--- src/rtl/fc_alu_pkg.sv ---
package fc_alu_pkg;

  localparam int CODE_W = 6;

  // opcodes
  localparam logic [CODE_W-1:0] OPC_REG   = 6'd0;
  localparam logic [CODE_W-1:0] OPC_ADDI  = 6'd8;
  localparam logic [CODE_W-1:0] OPC_ADDIU = 6'd9;
  localparam logic [CODE_W-1:0] OPC_SLTI  = 6'd10;
  localparam logic [CODE_W-1:0] OPC_ANDI  = 6'd12;
  localparam logic [CODE_W-1:0] OPC_ORI   = 6'd13;
  localparam logic [CODE_W-1:0] OPC_XORI  = 6'd14;
  localparam logic [CODE_W-1:0] OPC_LUI   = 6'd15;

  // function codes
  localparam logic [CODE_W-1:0] FN_SHL_C = 6'd0;
  localparam logic [CODE_W-1:0] FN_SHR_C = 6'd2;
  localparam logic [CODE_W-1:0] FN_SHA_C = 6'd3;
  localparam logic [CODE_W-1:0] FN_SHL_V = 6'd4;
  localparam logic [CODE_W-1:0] FN_SHR_V = 6'd6;
  localparam logic [CODE_W-1:0] FN_SHA_V = 6'd7;
  localparam logic [CODE_W-1:0] FN_ADD   = 6'd32;
  localparam logic [CODE_W-1:0] FN_ADDU  = 6'd33;
  localparam logic [CODE_W-1:0] FN_SUB   = 6'd34;
  localparam logic [CODE_W-1:0] FN_SUBU  = 6'd35;
  localparam logic [CODE_W-1:0] FN_AND   = 6'd36;
  localparam logic [CODE_W-1:0] FN_OR    = 6'd37;
  localparam logic [CODE_W-1:0] FN_XOR   = 6'd38;
  localparam logic [CODE_W-1:0] FN_NOR   = 6'd39;
  localparam logic [CODE_W-1:0] FN_SLT   = 6'd42;

  typedef enum logic [3:0] {
    K_ARITH, K_LESS, K_AND, K_OR, K_XOR, K_NOR,
    K_SHL, K_SHR, K_SHA, K_PASS, K_ZERO
  } kind_e;

  typedef enum logic [1:0] {
    SRC_REG, SRC_SEXT, SRC_ZEXT, SRC_HIGH
  } bsrc_e;

  typedef struct packed {
    kind_e kind;
    bsrc_e bsrc;
    logic  negate_b;   // effective addition uses ~b + 1
    logic  amt_reg;    // shift amount taken from opb
    logic  trap_ovf;   // overflow reported for this operation
    logic  bad_code;
  } ctrl_t;

  // Signed overflow of an addition from the three sign bits.
  function automatic logic sum_overflow(input logic sa, input logic sb, input logic ss);
    return (sa == sb) && (ss != sa);
  endfunction

  // Signed less-than from operand signs and the sign of a - b.
  function automatic logic signed_below(input logic sa, input logic sb, input logic sdiff);
    return (sa != sb) ? sa : sdiff;
  endfunction

endpackage

--- src/rtl/fc_alu_decode.sv ---
module fc_alu_decode
  import fc_alu_pkg::*;
(
  input  logic [CODE_W-1:0] opcode,
  input  logic [CODE_W-1:0] funct,
  output ctrl_t             ctrl
);

  always_comb begin
    ctrl = '{kind: K_ZERO, bsrc: SRC_REG, negate_b: 1'b0,
             amt_reg: 1'b0, trap_ovf: 1'b0, bad_code: 1'b0};
    unique case (opcode)
      OPC_REG: begin
        unique case (funct)
          FN_ADD:   begin ctrl.kind = K_ARITH; ctrl.trap_ovf = 1'b1; end
          FN_ADDU:  ctrl.kind = K_ARITH;
          FN_SUB:   begin ctrl.kind = K_ARITH; ctrl.negate_b = 1'b1; ctrl.trap_ovf = 1'b1; end
          FN_SUBU:  begin ctrl.kind = K_ARITH; ctrl.negate_b = 1'b1; end
          FN_SLT:   begin ctrl.kind = K_LESS;  ctrl.negate_b = 1'b1; end
          FN_AND:   ctrl.kind = K_AND;
          FN_OR:    ctrl.kind = K_OR;
          FN_XOR:   ctrl.kind = K_XOR;
          FN_NOR:   ctrl.kind = K_NOR;
          FN_SHL_C: ctrl.kind = K_SHL;
          FN_SHR_C: ctrl.kind = K_SHR;
          FN_SHA_C: ctrl.kind = K_SHA;
          FN_SHL_V: begin ctrl.kind = K_SHL; ctrl.amt_reg = 1'b1; end
          FN_SHR_V: begin ctrl.kind = K_SHR; ctrl.amt_reg = 1'b1; end
          FN_SHA_V: begin ctrl.kind = K_SHA; ctrl.amt_reg = 1'b1; end
          default:  ctrl.bad_code = 1'b1;
        endcase
      end
      OPC_ADDI:  begin ctrl.kind = K_ARITH; ctrl.bsrc = SRC_SEXT; ctrl.trap_ovf = 1'b1; end
      OPC_ADDIU: begin ctrl.kind = K_ARITH; ctrl.bsrc = SRC_SEXT; end
      OPC_SLTI:  begin ctrl.kind = K_LESS;  ctrl.bsrc = SRC_SEXT; ctrl.negate_b = 1'b1; end
      OPC_ANDI:  begin ctrl.kind = K_AND;   ctrl.bsrc = SRC_ZEXT; end
      OPC_ORI:   begin ctrl.kind = K_OR;    ctrl.bsrc = SRC_ZEXT; end
      OPC_XORI:  begin ctrl.kind = K_XOR;   ctrl.bsrc = SRC_ZEXT; end
      OPC_LUI:   begin ctrl.kind = K_PASS;  ctrl.bsrc = SRC_HIGH; end
      default:   ctrl.bad_code = 1'b1;
    endcase
  end

endmodule

--- src/rtl/fc_alu_operand.sv ---
module fc_alu_operand
  import fc_alu_pkg::*;
#(
  parameter int DATA_W = 32,
  parameter int IMM_W  = 16
) (
  input  logic [DATA_W-1:0] opb,
  input  logic [IMM_W-1:0]  imm,
  input  bsrc_e             bsrc,
  output logic [DATA_W-1:0] b_sel
);

  localparam int PAD_W = DATA_W - IMM_W;

  logic [DATA_W-1:0] imm_sext;
  logic [DATA_W-1:0] imm_zext;
  logic [DATA_W-1:0] imm_high;

  assign imm_sext = {{PAD_W{imm[IMM_W-1]}}, imm};
  assign imm_zext = {{PAD_W{1'b0}}, imm};
  assign imm_high = {imm, {PAD_W{1'b0}}};

  always_comb begin
    unique case (bsrc)
      SRC_SEXT: b_sel = imm_sext;
      SRC_ZEXT: b_sel = imm_zext;
      SRC_HIGH: b_sel = imm_high;
      default:  b_sel = opb;
    endcase
  end

endmodule

--- src/rtl/fc_alu_shift.sv ---
module fc_alu_shift #(
  parameter int DATA_W = 32,
  localparam int SH_W  = $clog2(DATA_W)
) (
  input  logic [DATA_W-1:0] din,
  input  logic [SH_W-1:0]   amt,
  input  logic              to_left,
  input  logic              arith,
  output logic [DATA_W-1:0] dout
);

  logic [DATA_W-1:0] din_rev;
  logic [DATA_W-1:0] stage [SH_W+1];
  logic [DATA_W-1:0] out_rev;
  logic              fill;

  // A left shift is a right shift of the bit-reversed word.
  for (genvar j = 0; j < DATA_W; j++) begin : g_rev
    assign din_rev[j] = din[DATA_W-1-j];
    assign out_rev[j] = stage[SH_W][DATA_W-1-j];
  end

  assign fill     = arith & ~to_left & din[DATA_W-1];
  assign stage[0] = to_left ? din_rev : din;

  for (genvar i = 0; i < SH_W; i++) begin : g_stage
    localparam int DIST = 1 << i;
    assign stage[i+1] = amt[i] ? {{DIST{fill}}, stage[i][DATA_W-1:DIST]} : stage[i];
  end

  assign dout = to_left ? out_rev : stage[SH_W];

endmodule

--- src/rtl/fc_alu.sv ---
module fc_alu
  import fc_alu_pkg::*;
#(
  parameter int DATA_W = 32,
  parameter int IMM_W  = 16,
  localparam int SH_W  = $clog2(DATA_W)
) (
  input  logic [DATA_W-1:0] opa,
  input  logic [DATA_W-1:0] opb,
  input  logic [IMM_W-1:0]  imm,
  input  logic [SH_W-1:0]   shamt,
  input  logic [CODE_W-1:0] opcode,
  input  logic [CODE_W-1:0] funct,
  output logic [DATA_W-1:0] result,
  output logic              ovf,
  output logic              illegal
);

  localparam int MSB = DATA_W - 1;

  ctrl_t             ctrl;
  logic [DATA_W-1:0] b_sel;
  logic [DATA_W-1:0] b_eff;
  logic [DATA_W-1:0] sum_w;
  logic              add_ovf_w;
  logic              lt_w;
  logic [SH_W-1:0]   amt_w;
  logic [DATA_W-1:0] shift_w;

  fc_alu_decode u_dec (
    .opcode (opcode),
    .funct  (funct),
    .ctrl   (ctrl)
  );

  fc_alu_operand #(.DATA_W(DATA_W), .IMM_W(IMM_W)) u_opnd (
    .opb   (opb),
    .imm   (imm),
    .bsrc  (ctrl.bsrc),
    .b_sel (b_sel)
  );

  // Shared adder: subtraction and compare add the inverted operand plus one.
  assign b_eff     = ctrl.negate_b ? ~b_sel : b_sel;
  assign sum_w     = opa + b_eff + {{(DATA_W-1){1'b0}}, ctrl.negate_b};
  assign add_ovf_w = sum_overflow(opa[MSB], b_eff[MSB], sum_w[MSB]);
  assign lt_w      = signed_below(opa[MSB], b_sel[MSB], sum_w[MSB]);

  assign amt_w = ctrl.amt_reg ? opb[SH_W-1:0] : shamt;

  fc_alu_shift #(.DATA_W(DATA_W)) u_shift (
    .din     (opa),
    .amt     (amt_w),
    .to_left (ctrl.kind == K_SHL),
    .arith   (ctrl.kind == K_SHA),
    .dout    (shift_w)
  );

  always_comb begin
    unique case (ctrl.kind)
      K_ARITH: result = sum_w;
      K_LESS:  result = {{(DATA_W-1){1'b0}}, lt_w};
      K_AND:   result = opa & b_sel;
      K_OR:    result = opa | b_sel;
      K_XOR:   result = opa ^ b_sel;
      K_NOR:   result = ~(opa | b_sel);
      K_SHL,
      K_SHR,
      K_SHA:   result = shift_w;
      K_PASS:  result = b_sel;
      default: result = '0;
    endcase
  end

  assign ovf     = ctrl.trap_ovf & add_ovf_w;
  assign illegal = ctrl.bad_code;

endmodule

--- config.mk ---
export PLATFORM = sky130hd
export DESIGN_NAME = fc_alu
export DESIGN_NICKNAME = d
export VERILOG_FILES = /design/src/rtl/fc_alu_pkg.sv /design/src/rtl/fc_alu_decode.sv /design/src/rtl/fc_alu_operand.sv /design/src/rtl/fc_alu_shift.sv /design/src/rtl/fc_alu.sv
export SDC_FILE = /design/constraint.sdc
export NUM_CORES = 1
export LEC_CHECK = 0
export BUFFER_PORTS_ARGS = -buffer_cell sky130_fd_sc_hd__buf_2
export CAP_MARGIN = 40
export CORE_AREA = 2 2 166 103
export DETAILED_ROUTE_END_ITERATION = 10
export DIE_AREA = 0 0 168 105
export PLACE_DENSITY_LB_ADDON = 0.3
export SYNTH_ARGS = -nofsm -noshare
export SYNTH_HDL_FRONTEND = slang
export SYNTH_SLANG_ARGS = --single-unit
--- constraint.sdc ---
create_clock -name vclk -period 8.8
set_clock_uncertainty 0.15 [all_clocks]
set_input_delay 0.88 -clock vclk [all_inputs]
set_output_delay 0.88 -clock vclk [all_outputs]
set_load 0.1 [all_outputs]
==> impl_metrics.json <==
{
  "internal_power_mw": 0.200,
  "fin_crit_ns": 7.23,
  "route.met3.wl_um": 5610,
  "hpwlAfterDp_um": 28800,
  "overflow": 0,
  "routed.top_layer": "met4",
  "hp-class": "in -> out",
  "post_cts_buffers": 0,
  "wl_per_cell_um": 25.2,
  "crit_type": "in -> out",
  "drive_gt1_frac": 0.169,
  "yosysSeqAreaShare": 0,
  "drt-total-wl_um": 35900,
  "nFillCells": 1611,
  "nets": 1413,
  "io_buffers": 131,
  "area_delta_synth_final_pct": 10.4,
  "p_sw_frac": 0.668,
  "seq_area_um2": 0,
  "final_cell_area_mm2": 0.00875,
  "vias_per_cell": 6.85,
  "die_h_um": 105,
  "hold_path_end": "ovf",
  "die_area_mm2": 0.0176,
  "drcViolationCount": 0,
  "hold_buffers": 0,
  "io_pins": 131,
  "row_count": 36,
  "multi_input_area_mm2": 0.00731,
  "total_power_mw": 0.601,
  "insertedDiodeCount": 0,
  "syn_inst": 1136,
  "wl_met1_um": 14800,
  "switchingPower_mw": 0.402,
  "min_from": "opcode[4]",
  "relSlewSlack": 0.364,
  "grt_pass1_vias": 8914,
  "drt-initial-drc-count": 1266,
  "final_util": 0.547,
  "yosys-top-cells-area": "ha_1 (15%), mux2i_1 (15%), a21oi_1 (6.9%), nand2_1 (5.0%), nor2_1 (4.1%)",
  "cap_violations": 0,
  "power_frac_seq": 0,
  "layout_commonest_cell": "buf_2",
  "cp_num_buf_inv": 3,
  "die_x_um": 168,
  "min_path_cells": 4,
  "fmax_mhz": 138,
  "final_cell_mix": "buf_2 (131), mux2i_1 (116), a21oi_1 (110), nand2_1 (105), ha_1 (96)",
  "crit_arrival_ns": 6.20,
  "status": "complete, no violations",
  "synth_area_per_cell_um2": 6.98,
  "slew_viol_final": 0,
  "critPathSlowestCell": "a21oi_1",
  "final_hold_viol_count": 0,
  "synth_cell_type_count": 85,
  "power_leakage_nw": 4.41,
  "syn-num-nets": 1330,
  "critPathMaxStageDelay_ns": 0.59,
  "gr-usage-all-layers": 0.389,
  "placed_area_mm2": 0.00875,
  "endpoint_kind": "output port",
  "whs_ns": 2.26,
  "crit_chain": "buf_2 -> nand2_1 -> o21ai_1 -> buf_4 -> a32oi_1 -> xnor2_1 -> ha_1 -> and2_1 -> nand2_1 -> a21oi_1 -> a311oi_2 -> o21a_1 -> o21ai_1 -> a21o_1 -> a21oi_1 -> xnor2_1 -> o41ai_1 -> buf_2",
  "rsz0062_at_grt": "no",
  "yosysTopAreaCellShare": 0.151,
  "ant_nets": 0,
  "syn_area_mm2": 0.00793,
  "drt_pre_antenna_iters": 6,
  "ys_warn_count": 0,
  "critPathMaxFanout": 19,
  "cp_top_family": "compound AO/OA/AOI/OAI gates",
  "grt_pass1_wl_um": 53200,
  "p_per_area_mw_per_mm2": 68.7,
  "nClkBuffers": 0,
  "grt_max_degree": 64,
  "post-route-period-util": 0.822,
  "ir_drop_v": 0.0000430,
  "pwr-share-clk": 0,
  "worst_slew_pin_slew_ns": 0.930,
  "vias": 9775,
  "cts_resized": 0,
  "yosysTopAreaCell": "ha_1",
  "start_kind": "primary input",
  "gp_congestion": 1.06,
  "seq_cells": 0,
  "setup_viol": 0,
  "antenna_found_initial": 1,
  "core_mm2": 0.0160,
  "crit_required_ns": 7.77,
  "p_comb_frac": 1.000,
  "met2_length_um": 14100,
  "setup_tns_ns": 0,
  "start_util": 0.496
}
[worst max path at each step]
stage                    from    endpoint  slack [ns]  cells past startpoint
floorplan           opcode[2]   result[0]        0.45                     17
global placement    opcode[0]  result[28]        1.54                     16
detailed placement  opcode[0]   result[0]        1.87                     18
CTS                 opcode[0]   result[0]        1.84                     18
global route        opcode[0]   result[0]        1.46                     18
finish              opcode[0]   result[0]        1.57                     18
[final cells by class]
cell class	instances	area share
inverter	74	0.0317
multi-input combinational	984	0.835
tap	209	0.0299
timing repair buffer	159	0.103
[cell usage after synthesis (all sizes together), types with 10 or more instances]
cell type / instances
mux2i: 119
a21oi: 110
nand2: 106
ha: 96
nor2: 87
inv: 74
o21ai: 66
clkbuf: 54
xnor2: 32
xor2: 28
a221oi: 26
a21o: 24
buf: 24
nand3: 21
a22oi: 19
mux2: 18
o221ai: 16
a32oi: 14
nor3: 12
o211ai: 12
a31oi: 11
a211oi: 10
[cell families after synthesis]
family,count (synthesis),synth area share
AO/OA/AOI/OAI,397,0.341
XOR/XNOR,60,0.0663
buffers and inverters,152,0.0811
adder cells (fa/ha/maj),97,0.154
multiplexers,140,0.186
AND/OR/NAND/NOR,290,0.172
[worst min-delay path, stage by stage]
cell,delay (ns)
buf_2,0.14
nor4_4,0.07
o2111a_1,0.14
buf_2,0.29
[metrics by stage]
step | setup slack (ns) | std cells
after floorplan | 0.446 | 1136
after global placement | 1.54 | 1419
after detailed placement | 1.87 | 1425
after CTS | 1.84 | 1425
after global routing | 1.46 | 1426
final | 1.57 | 1426
[power by group through the flow]
stage,Sequential (mW),Clock [mW],Combinational (mW)
4_1_cts,0,0,0.580
6_report,0,0,0.601
5_1_grt,0,0,0.641
3_5_place_dp,0,0,0.577
3_3_place_gp,0,0,0.572
2_1_floorplan,0,0,0.408
[layer usage]
layer | track usage | vias up
li1 | - | 4433
met1 | 0.518 | 4569
met2 | 0.559 | 671
met3 | 0.158 | 102
met4 | 0.137 | 0
met5 | 0 | -
Note: power is estimated with default switching activity, not from simulation.
